$ cat src/rtl/dflow_pu.sv
module dflow_pu #(
  parameter int W = 32,
  parameter int UW = 4,
  parameter int DEPTH = 4,
  parameter logic [UW-1:0] UNIT = 4'd5
) (
  input  logic            clk,
  input  logic            rst_n,
  input  logic            mv_valid,
  input  logic            mv_imm,
  input  logic [UW+1:0]   mv_src,
  input  logic [UW+1:0]   mv_dst,
  input  logic [W-1:0]    mv_val,
  input  logic            dn_valid,
  input  logic [UW+1:0]   dn_dst,
  input  logic [W-1:0]    dn_data,
  output logic            tx_valid,
  output logic [UW+1:0]   tx_dst,
  output logic [W-1:0]    tx_data
);
  localparam int AW = UW + 2;
  localparam int PW = $clog2(DEPTH);
  localparam int CW = $clog2(DEPTH + 1);
  localparam int SW = $clog2(W);
  localparam int MAXC = 4;

  logic [W-1:0]  iq [3][DEPTH];
  logic [PW-1:0] iwp [3];
  logic [PW-1:0] irp [3];
  logic [CW-1:0] icnt [3];
  logic [2:0]    wr;
  logic [W-1:0]  wdat [3];

  logic [W-1:0]  oq [DEPTH];
  logic [PW-1:0] owp, orp;
  logic [CW-1:0] ocnt;
  logic [AW-1:0] tq [DEPTH];
  logic [PW-1:0] twp, trp;
  logic [CW-1:0] tcnt;

  logic [W-1:0]  a, b, opc, res;
  logic [CW-1:0] ncopy;
  logic          fire, send, tgt_wr;

  always_comb
    for (int i = 0; i < 3; i++) begin
      logic hit_mv, hit_dn;
      hit_mv  = mv_valid && mv_imm && mv_dst == {UNIT, 2'(i)};
      hit_dn  = dn_valid && dn_dst == {UNIT, 2'(i)};
      wr[i]   = (hit_mv || hit_dn) && icnt[i] != CW'(DEPTH);
      wdat[i] = hit_mv ? mv_val : dn_data;
    end

  assign a      = iq[0][irp[0]];
  assign b      = iq[1][irp[1]];
  assign opc    = iq[2][irp[2]];
  assign ncopy  = CW'(opc[5:4]) + CW'(1);
  assign fire   = icnt[0] != 0 && icnt[1] != 0 && icnt[2] != 0 &&
                  (CW'(DEPTH) - ocnt) >= ncopy;
  assign send   = ocnt != 0 && tcnt != 0;
  assign tgt_wr = mv_valid && !mv_imm && mv_src == {UNIT, 2'd3} &&
                  tcnt != CW'(DEPTH);

  always_comb
    case (opc[3:0])
      4'd0: res = a + b;
      4'd1: res = a - b;
      4'd2: res = a & b;
      4'd3: res = a | b;
      4'd4: res = a ^ b;
      4'd5: res = a << b[SW-1:0];
      4'd6: res = a >> b[SW-1:0];
      4'd7: res = W'($signed(a) < $signed(b));
      default: res = '0;
    endcase

  assign tx_valid = send;
  assign tx_dst   = tq[trp];
  assign tx_data  = oq[orp];

  always_ff @(posedge clk or negedge rst_n)
    if (!rst_n) begin
      for (int i = 0; i < 3; i++) begin
        iwp[i]  <= '0;
        irp[i]  <= '0;
        icnt[i] <= '0;
      end
    end else begin
      for (int i = 0; i < 3; i++) begin
        if (wr[i]) begin
          iq[i][iwp[i]] <= wdat[i];
          iwp[i] <= iwp[i] + PW'(1);
        end
        if (fire) irp[i] <= irp[i] + PW'(1);
        icnt[i] <= icnt[i] + CW'(wr[i]) - CW'(fire);
      end
    end

  always_ff @(posedge clk or negedge rst_n)
    if (!rst_n) begin
      owp <= '0; orp <= '0; ocnt <= '0;
      twp <= '0; trp <= '0; tcnt <= '0;
    end else begin
      if (fire) begin
        for (int j = 0; j < MAXC; j++)
          if (CW'(j) < ncopy) oq[owp + PW'(j)] <= res;
        owp <= owp + PW'(ncopy);
      end
      if (tgt_wr) begin
        tq[twp] <= mv_dst;
        twp <= twp + PW'(1);
      end
      if (send) begin
        orp <= orp + PW'(1);
        trp <= trp + PW'(1);
      end
      ocnt <= ocnt + (fire ? ncopy : CW'(0)) - CW'(send);
      tcnt <= tcnt + CW'(tgt_wr) - CW'(send);
    end


  out_space_chk: assert property (@(posedge clk) disable iff (!rst_n)
    ocnt <= CW'(DEPTH));

  copy_fill_chk: assert property (@(posedge clk) disable iff (!rst_n)
    fire && !send |=> ocnt == $past(ocnt) + $past(ncopy));

  tgt_pop_chk: assert property (@(posedge clk) disable iff (!rst_n)
    tx_valid && !tgt_wr |=> tcnt == $past(tcnt) - CW'(1));

  lane_hold_chk: assert property (@(posedge clk) disable iff (!rst_n)
    icnt[0] != 0 && !fire && !wr[0] |=> $stable(icnt[0]));

  in_space_chk: assert property (@(posedge clk) disable iff (!rst_n)
    icnt[0] <= CW'(DEPTH) && icnt[1] <= CW'(DEPTH) && icnt[2] <= CW'(DEPTH));
endmodule

$ cat config.mk
export PLATFORM = sky130hd
export DESIGN_NAME = dflow_pu
export DESIGN_NICKNAME = d
export VERILOG_FILES = /design/src/rtl/dflow_pu.sv
export SDC_FILE = /design/constraint.sdc
export NUM_CORES = 1
export LEC_CHECK = 0
export BUFFER_PORTS_ARGS = -buffer_cell sky130_fd_sc_hd__buf_2
export CAP_MARGIN = 20
export CORE_MARGIN = 2
export CORE_UTILIZATION = 30
export CTS_BUF_LIST = sky130_fd_sc_hd__clkbuf_4
export CTS_CLUSTER_SIZE = 28
export DETAILED_ROUTE_END_ITERATION = 16
export PLACE_DENSITY = 0.45
export SYNTH_ARGS = -nofsm -noshare
export SYNTH_HDL_FRONTEND = slang
export SYNTH_SLANG_ARGS = --single-unit
export TNS_END_PERCENT = 30
$ cat constraint.sdc
create_clock -name clk -period 10.1 [get_ports clk]
set_input_delay 2.02 -clock clk [delete_from_list [all_inputs] [get_ports clk]]
set_output_delay 2.02 -clock clk [all_outputs]
set_load 0.01 [all_outputs]
==> flow_summary_export.csv, run 1 <==
group,metric,value,unit
run_status,status,"complete, no violations",
clocking,cts_resized,0,
sta,fin_tns_setup,0,ns
final_layout,multi_input_area,0.0118,mm2
worst_setup_path,path_class,"flip-flop to flip-flop",
final_layout,syn_to_final_growth,13.1,%
sta,rsz0062_at_grt,"no",
global_route,grt-ovfl-total,0,
worst_setup_path,crit_chain,"buf_4 > mux4_4 > inv_2 > ha_1 > a211oi_1 > o21ai_0 > o21ai_0 > a211oi_1 > o2111ai_1 > a41oi_1 > o41ai_1 > xor2_1 > o21ai_0",
sta,slew_headroom,30.2,%
final_layout,regArea,0.0139,mm2
worst_hold_path,whs_path_depth,1,
worst_setup_path,end_kind,"flip-flop",
detailed_routing,drt_iter0_drc,1561,
detailed_routing,num_vias,18700,
sta,fin_crit_sh,57.1,%
worst_setup_path,cp_num_buf_inv,2,
worst_setup_path,worst-path-stages,13,
global_route,grt_antenna_before_repair,2,
synth,syn-instance-count,2134,
worst_setup_path,slowest_stage,"mux4_4",
clocking,hold_buffers,0,
clocking,clock-sinks,467,
floorplan,core_area,0.0882,mm2
worst_setup_path,cpPeakStageDelay,1.06,ns
worst_setup_path,path_max_fanout,43,
synth,yosys_warnings,0,
floorplan,start_util,30.2,%
run,drv_cap,0,
final_layout,drive_above_1_share,24.8,%
clocking,clockBufferDepth,3,
synth,synth_area,0.0266,mm2
detailed_routing,wl_per_cell,23.7,um
sta,drv_slew,0,
place,routabilityCongestion,0.959,
detailed_routing,route.detailed.drc,0,
synth,yosys_register_bits,467,
clocking,htree_levels,3,
floorplan,io-pin-count,126,
clocking,clkTransAtPathRegs,0.06,ns
synth,syn_nets,2364,
global_route,grt_pass1_wl,124,mm
worst_setup_path,cp.required,10.74,ns
worst_setup_path,arrival,6.41,ns
synth,yosysUniqueCellTypes,83,
clocking,cts_made_buffers,121,
synth,yosys.area.top_type,"edfxtp_1",
worst_setup_path,crit_family,"compound AO/OA/AOI/OAI gates",
synth,dominantRegCellSynth,"edfxtp_1",
sta,tightest_slew,1.04,ns
floorplan,dieHeight,302,um
global_route,grt_pass1_vias,18900,
sta,setup_violations,0,
clocking,clk-insertion-delay-late,0.96,ns
global_route,grt_max_degree,69,
worst_setup_path,crit_top_cell,"o21ai_0",
sta,fin_skew,0.0983,ns
sta,min_period,5.77,ns
floorplan,die_area,0.0912,mm2
synth,synth_top_area_share,48.7,%
worst_setup_path,worst_setup_path_start_kind,"flip-flop",
synth,synth_edf_count,432,
final_layout,fin_nets,2528,
synth,seq_area_frac_synth,52.0,%
clocking,cts_tree,"yes",
sta,hold_violations,0,
sta,max_freq,173,MHz
final_layout,fillCellCount,8852,
worst_hold_path,hold_path_class,"flip-flop to flip-flop",
detailed_routing,drt-total-wl,84.3,mm
floorplan,rows,109,
place,numPortBuffers,125,
synth,avgSynthCellArea,12.5,um2
global_route,grt_usage,18.5,%
synth,async_flop_share,7.49,%
clocking,clockRootBuffer,"clkbuf_4",
place,dpl.hpwl,62.2,mm
synth,synth_area_leaders,"edfxtp_1 49%, mux4_2 9.0%, ha_1 6.4%, mux2_2 3.8%, dfrtp_1 3.3%",
detailed_routing,ant_nets,0,
worst_setup_path,ff2ff_path_depth,13,
detailed_routing,avgViaCountPerCell,5.25,
clocking,cts_setup_buffers,0,
detailed_routing,firstDrtPassIters,5,
floorplan,die_x,302,um
sequential cells by signal, summed over array words and instances, names as in the netlist:
| register | count |
|---|---|
| icnt | 9 |
| orp | 2 |
| twp | 2 |
| ocnt | 3 |
| tcnt | 3 |
| oq | 128 |
| iwp | 6 |
| owp | 2 |
| trp | 2 |
| irp | 6 |
| iq | 280 |
| tq | 24 |
path summary, 6_finish.rpt:
path                            slack [ns]                   to          startpoint
worst min-delay path                  0.47   orp[1]$_DFFE_PN0P_  orp[1]$_DFFE_PN0P_
worst max register to register        4.33  oq[3][31]$_DFFE_PP_  irp[2]$_DFFE_PN0N_
worst max-delay path                  4.33  oq[3][31]$_DFFE_PP_  irp[2]$_DFFE_PN0N_
min in group asynchronous             1.05   iwp[3]$_DFFE_PN0P_               rst_n
max in group asynchronous             8.20   orp[0]$_DFFE_PN0P_               rst_n
worst min register to register        0.47   orp[1]$_DFFE_PN0P_  orp[1]$_DFFE_PN0P_
layout by cell type, fill, tap and decap left out, drive strengths merged, types with 35 or more instances in the layout:
| cell type | n |
|---|---|
| mux2 | 95 |
| o21ai | 116 |
| a21oi | 118 |
| clkbuf | 168 |
| nor2 | 169 |
| xnor2 | 43 |
| inv | 135 |
| nor3 | 37 |
| nand2 | 150 |
| edfxtp | 432 |
| ha | 136 |
| buf | 166 |
| clkinv | 47 |
| a211oi | 40 |
| mux4 | 107 |
| mux2i | 77 |
| dfrtp | 35 |
metal layers:
metal	GRT usage (%)	share of wire (%)	up-vias
li1	-	-	8563
met1	26.6	46	9324
met2	28.3	45	675
met3	3.37	6.7	136
met4	6.03	2.5	0
met5	0	0	-
area by class of cell:
| class | count | area share, % |
|---|---|---|
| Clock buffer | 168 | 4.19 |
| Sequential cell | 467 | 46.0 |
| Inverter | 134 | 1.67 |
| Timing Repair Buffer | 166 | 3.10 |
| Multi-Input combinational cell | 1408 | 39.1 |
| Tap cell | 1165 | 4.84 |
| Antenna cell | 4 | 0.0332 |
| Clock inverter | 51 | 1.08 |
kinds of logic (layout without fill, tap and decap cells):
group                    after synthesis  after routing  synth area share, %
other                                  0              4                    0
buffers and inverters                259            519                 3.98
adder cells (fa/ha/maj)              143            143                 6.92
AO/OA/AOI/OAI                        458            458                 11.3
multiplexers                         279            279                 16.0
AND/OR/NAND/NOR                      478            478                 8.15
flip-flops                           467            467                 52.0
XOR/XNOR                              50             50                 1.64
per-stage QoR:
stage	util (%)	hold WS, ns	area (um2)	cells	setup WS (ns)
3_3_place_gp	32.3	0.468	28500	3339	4.42
2_1_floorplan	-	0.468	26600	2134	4.70
5_1_grt	34.1	0.523	30100	3561	4.00
3_5_place_dp	32.3	0.468	28500	3339	4.30
4_1_cts	34.1	0.479	30100	3558	4.35
6_report	34.1	0.471	30100	3563	4.33
Yosys cell counts, types with 40 or more instances:
library cell	n
nand2_1	150
xnor2_1	43
o21ai_0	104
ha_1	136
nor2_1	167
mux4_2	107
a211oi_1	40
a21oi_1	117
edfxtp_1	432
mux2_2	90
mux2i_1	76
clkbuf_1	75
inv_1	130
Power of run 1 is not shown: default switching activity piles up to over one toggle a cycle in this logic, so the estimate is an artifact.
==> run 2, diff against run 1 <==
--- a/config.mk
+++ b/config.mk
@@ -12,7 +12,7 @@
 export CTS_BUF_LIST = sky130_fd_sc_hd__clkbuf_4
 export CTS_CLUSTER_SIZE = 28
 export DETAILED_ROUTE_END_ITERATION = 16
-export PLACE_DENSITY = 0.45
+export PLACE_DENSITY = 0.46
 export SYNTH_ARGS = -nofsm -noshare
 export SYNTH_HDL_FRONTEND = slang
 export SYNTH_SLANG_ARGS = --single-unit
==> constraint.sdc (replaced) <==
create_clock -name clk -period 5.3 [get_ports clk]
set_input_delay 1.06 -clock clk [delete_from_list [all_inputs] [get_ports clk]]
set_output_delay 1.06 -clock clk [all_outputs]
set_load 0.01 [all_outputs]
==> run 2 against run 1 <==
  * Cell count up 1.2%
  * Clock skew down 0.015 ns
  * Core utilization up 0.39 points
  * Largest cell class unchanged
  * Via count up 3.1%
  * Final area up 1.2%
  * Critical path depth unchanged
  * Routed wire length up 5.6%
  * First-iteration DRC count up 9.2%
  * Worst setup slack worse by 4.1 ns
  * Die area unchanged
  * Sequential share of layout area down 0.51 points
==> flow_summary_export.csv, run 2 (synthesis gave the netlist of run 1 again) <==
group,metric,value,unit
run_status,status,"complete, no violations",
global_route,grt_antenna_before_repair,2,
place,numPortBuffers,125,
clocking,hold_buffers,0,
final_layout,fin_nets,2573,
worst_setup_path,r2r-start,"irp[2]$_DFFE_PN0N_",
final_layout,largest_register_ffs,280,
sta,tightest_slew,1.05,ns
clocking,cts_made_buffers,121,
sta,setup_violations,0,
worst_setup_path,worst_setup_path_start_kind,"flip-flop",
sta,fin_skew,0.0828,ns
clocking,clk-insertion-delay-late,0.96,ns
worst_setup_path,cp.required,5.96,ns
worst_setup_path,arrival,5.69,ns
clocking,htree_levels,3,
clocking,clockBufferDepth,3,
final_layout,layout.cells.non_filler,3604,
clocking,cts_tree,"yes",
floorplan,dieHeight,302,um
worst_setup_path,path_class,"flip-flop to flip-flop",
detailed_routing,ant_nets,0,
worst_hold_path,hold_path_class,"input port to async pin",
worst_setup_path,end_kind,"flip-flop",
sta,drv_slew,0,
detailed_routing,num_vias,19300,
worst_setup_path,ff2ff_path_depth,13,
floorplan,core_area,0.0882,mm2
worst_setup_path,slowest_stage,"mux4_4",
global_route,grt_pass1_wl,130,mm
worst_setup_path,r2r_slack,0.27,ns
final_layout,final_cell_mix,"432 x edfxtp_1, 174 x clkbuf_4, 166 x nor2_1",
sta,min_period,5.03,ns
detailed_routing,avgViaCountPerCell,5.35,
detailed_routing,route.detailed.drc,0,
worst_setup_path,path_max_fanout,18,
sta,hold_violations,0,
final_layout,drive_above_1_share,26.3,%
sta,slew_headroom,29.4,%
global_route,grt_pass1_vias,19300,
global_route,grt-ovfl-total,0,
clocking,clkTransAtPathRegs,0.07,ns
sta,fin_crit_sh,94.9,%
sta,max_freq,199,MHz
clocking,clock-sinks,467,
place,routabilityCongestion,0.967,
floorplan,io-pin-count,126,
global_route,grt_usage,19.5,%
worst_setup_path,crit_top_cell,"o41ai_1",
worst_setup_path,cp_num_buf_inv,2,
floorplan,die_area,0.0912,mm2
place,placed_cell_area,0.0289,mm2
worst_setup_path,crit_chain,"mux4_4 > inv_2 > ha_1 > nor2_1 > o221ai_1 > a211oi_1 > buf_4 > o21ai_1 > a21oi_1 > o41ai_1 > o41ai_1 > xor2_1 > o21ai_0",
run,drv_cap,0,
detailed_routing,firstDrtPassIters,7,
final_layout,syn_to_final_growth,14.4,%
worst_setup_path,cpPeakStageDelay,0.87,ns
floorplan,die_x,302,um
detailed_routing,drt_iter0_drc,1704,
detailed_routing,wl_per_cell,24.7,um
place,dp.cells,3385,
final_layout,mostFrequentLayoutCell,"edfxtp_1",
worst_setup_path,crit_family,"compound AO/OA/AOI/OAI gates",
clocking,clockRootBuffer,"clkbuf_4",
sta,rsz0062_at_grt,"no",
final_layout,design_area,0.0305,mm2
place,dpl.hpwl,66.1,mm
worst_setup_path,rr_endpoint,"oq[3][31]$_DFFE_PP_",
floorplan,rows,109,
global_route,grt_max_degree,67,
detailed_routing,drt-total-wl,89.1,mm
floorplan,start_util,30.2,%
-- run 2: worst max path at each step --
| stage | startpoint | end | cells after the start |
|---|---|---|---|
| after global placement | irp[2]$_DFFE_PN0N_ | oq[0][23]$_DFFE_PP_ | 13 |
| after global routing | irp[4]$_DFFE_PN0N_ | oq[3][31]$_DFFE_PP_ | 14 |
| after CTS | irp[2]$_DFFE_PN0N_ | oq[0][23]$_DFFE_PP_ | 13 |
| after detailed placement | irp[2]$_DFFE_PN0N_ | oq[0][23]$_DFFE_PP_ | 13 |
| after floorplan | irp[2]$_DFFE_PN0N_ | oq[0][31]$_DFFE_PP_ | 16 |
| final | irp[2]$_DFFE_PN0N_ | oq[3][31]$_DFFE_PP_ | 13 |
-- run 2: final cells by class --
| type | count | area, um2 |
|---|---|---|
| Multi-Input combinational cell | 1408 | 11800 |
| Clock buffer | 174 | 1310 |
| Fill cell | 8712 | 57800 |
| Inverter | 134 | 503 |
| Sequential cell | 467 | 13900 |
| Clock inverter | 44 | 229 |
| Antenna cell | 1 | 2.50 |
| Timing Repair Buffer | 211 | 1310 |
| Tap cell | 1165 | 1460 |
-- run 2: routing by layer --
layer	track usage, %	wire length, um	share of wire (%)
met1	27.6	41000	46
met3	3.30	5110	5.7
met2	29.7	39800	45
met4	7.87	3220	3.6
met5	0	0	0
-- run 2: repair_timing --
action / 4_1_cts / 5_1_grt
endpoints found under the setup margin: 4 / 12
buffers inserted: 0 / 0
resized for setup: 1 / 6
-- run 2: stage by stage --
step / util [%] / hold WS, ns / setup slack [ns] / setup TNS [ns]
final: 34.5 / 0.124 / 0.270 / 0
after global routing: 34.5 / 0.0916 / 0.0224 / 0
after CTS: 34.5 / 0.0306 / 0.0740 / 0
after detailed placement: 32.7 / 0.491 / -0.0277 / -0.111
after global placement: 32.7 / 0.483 / -0.129 / -0.516
after floorplan: - / 0.468 / 0.458 / 0
Power of run 2 is left out for the same reason.
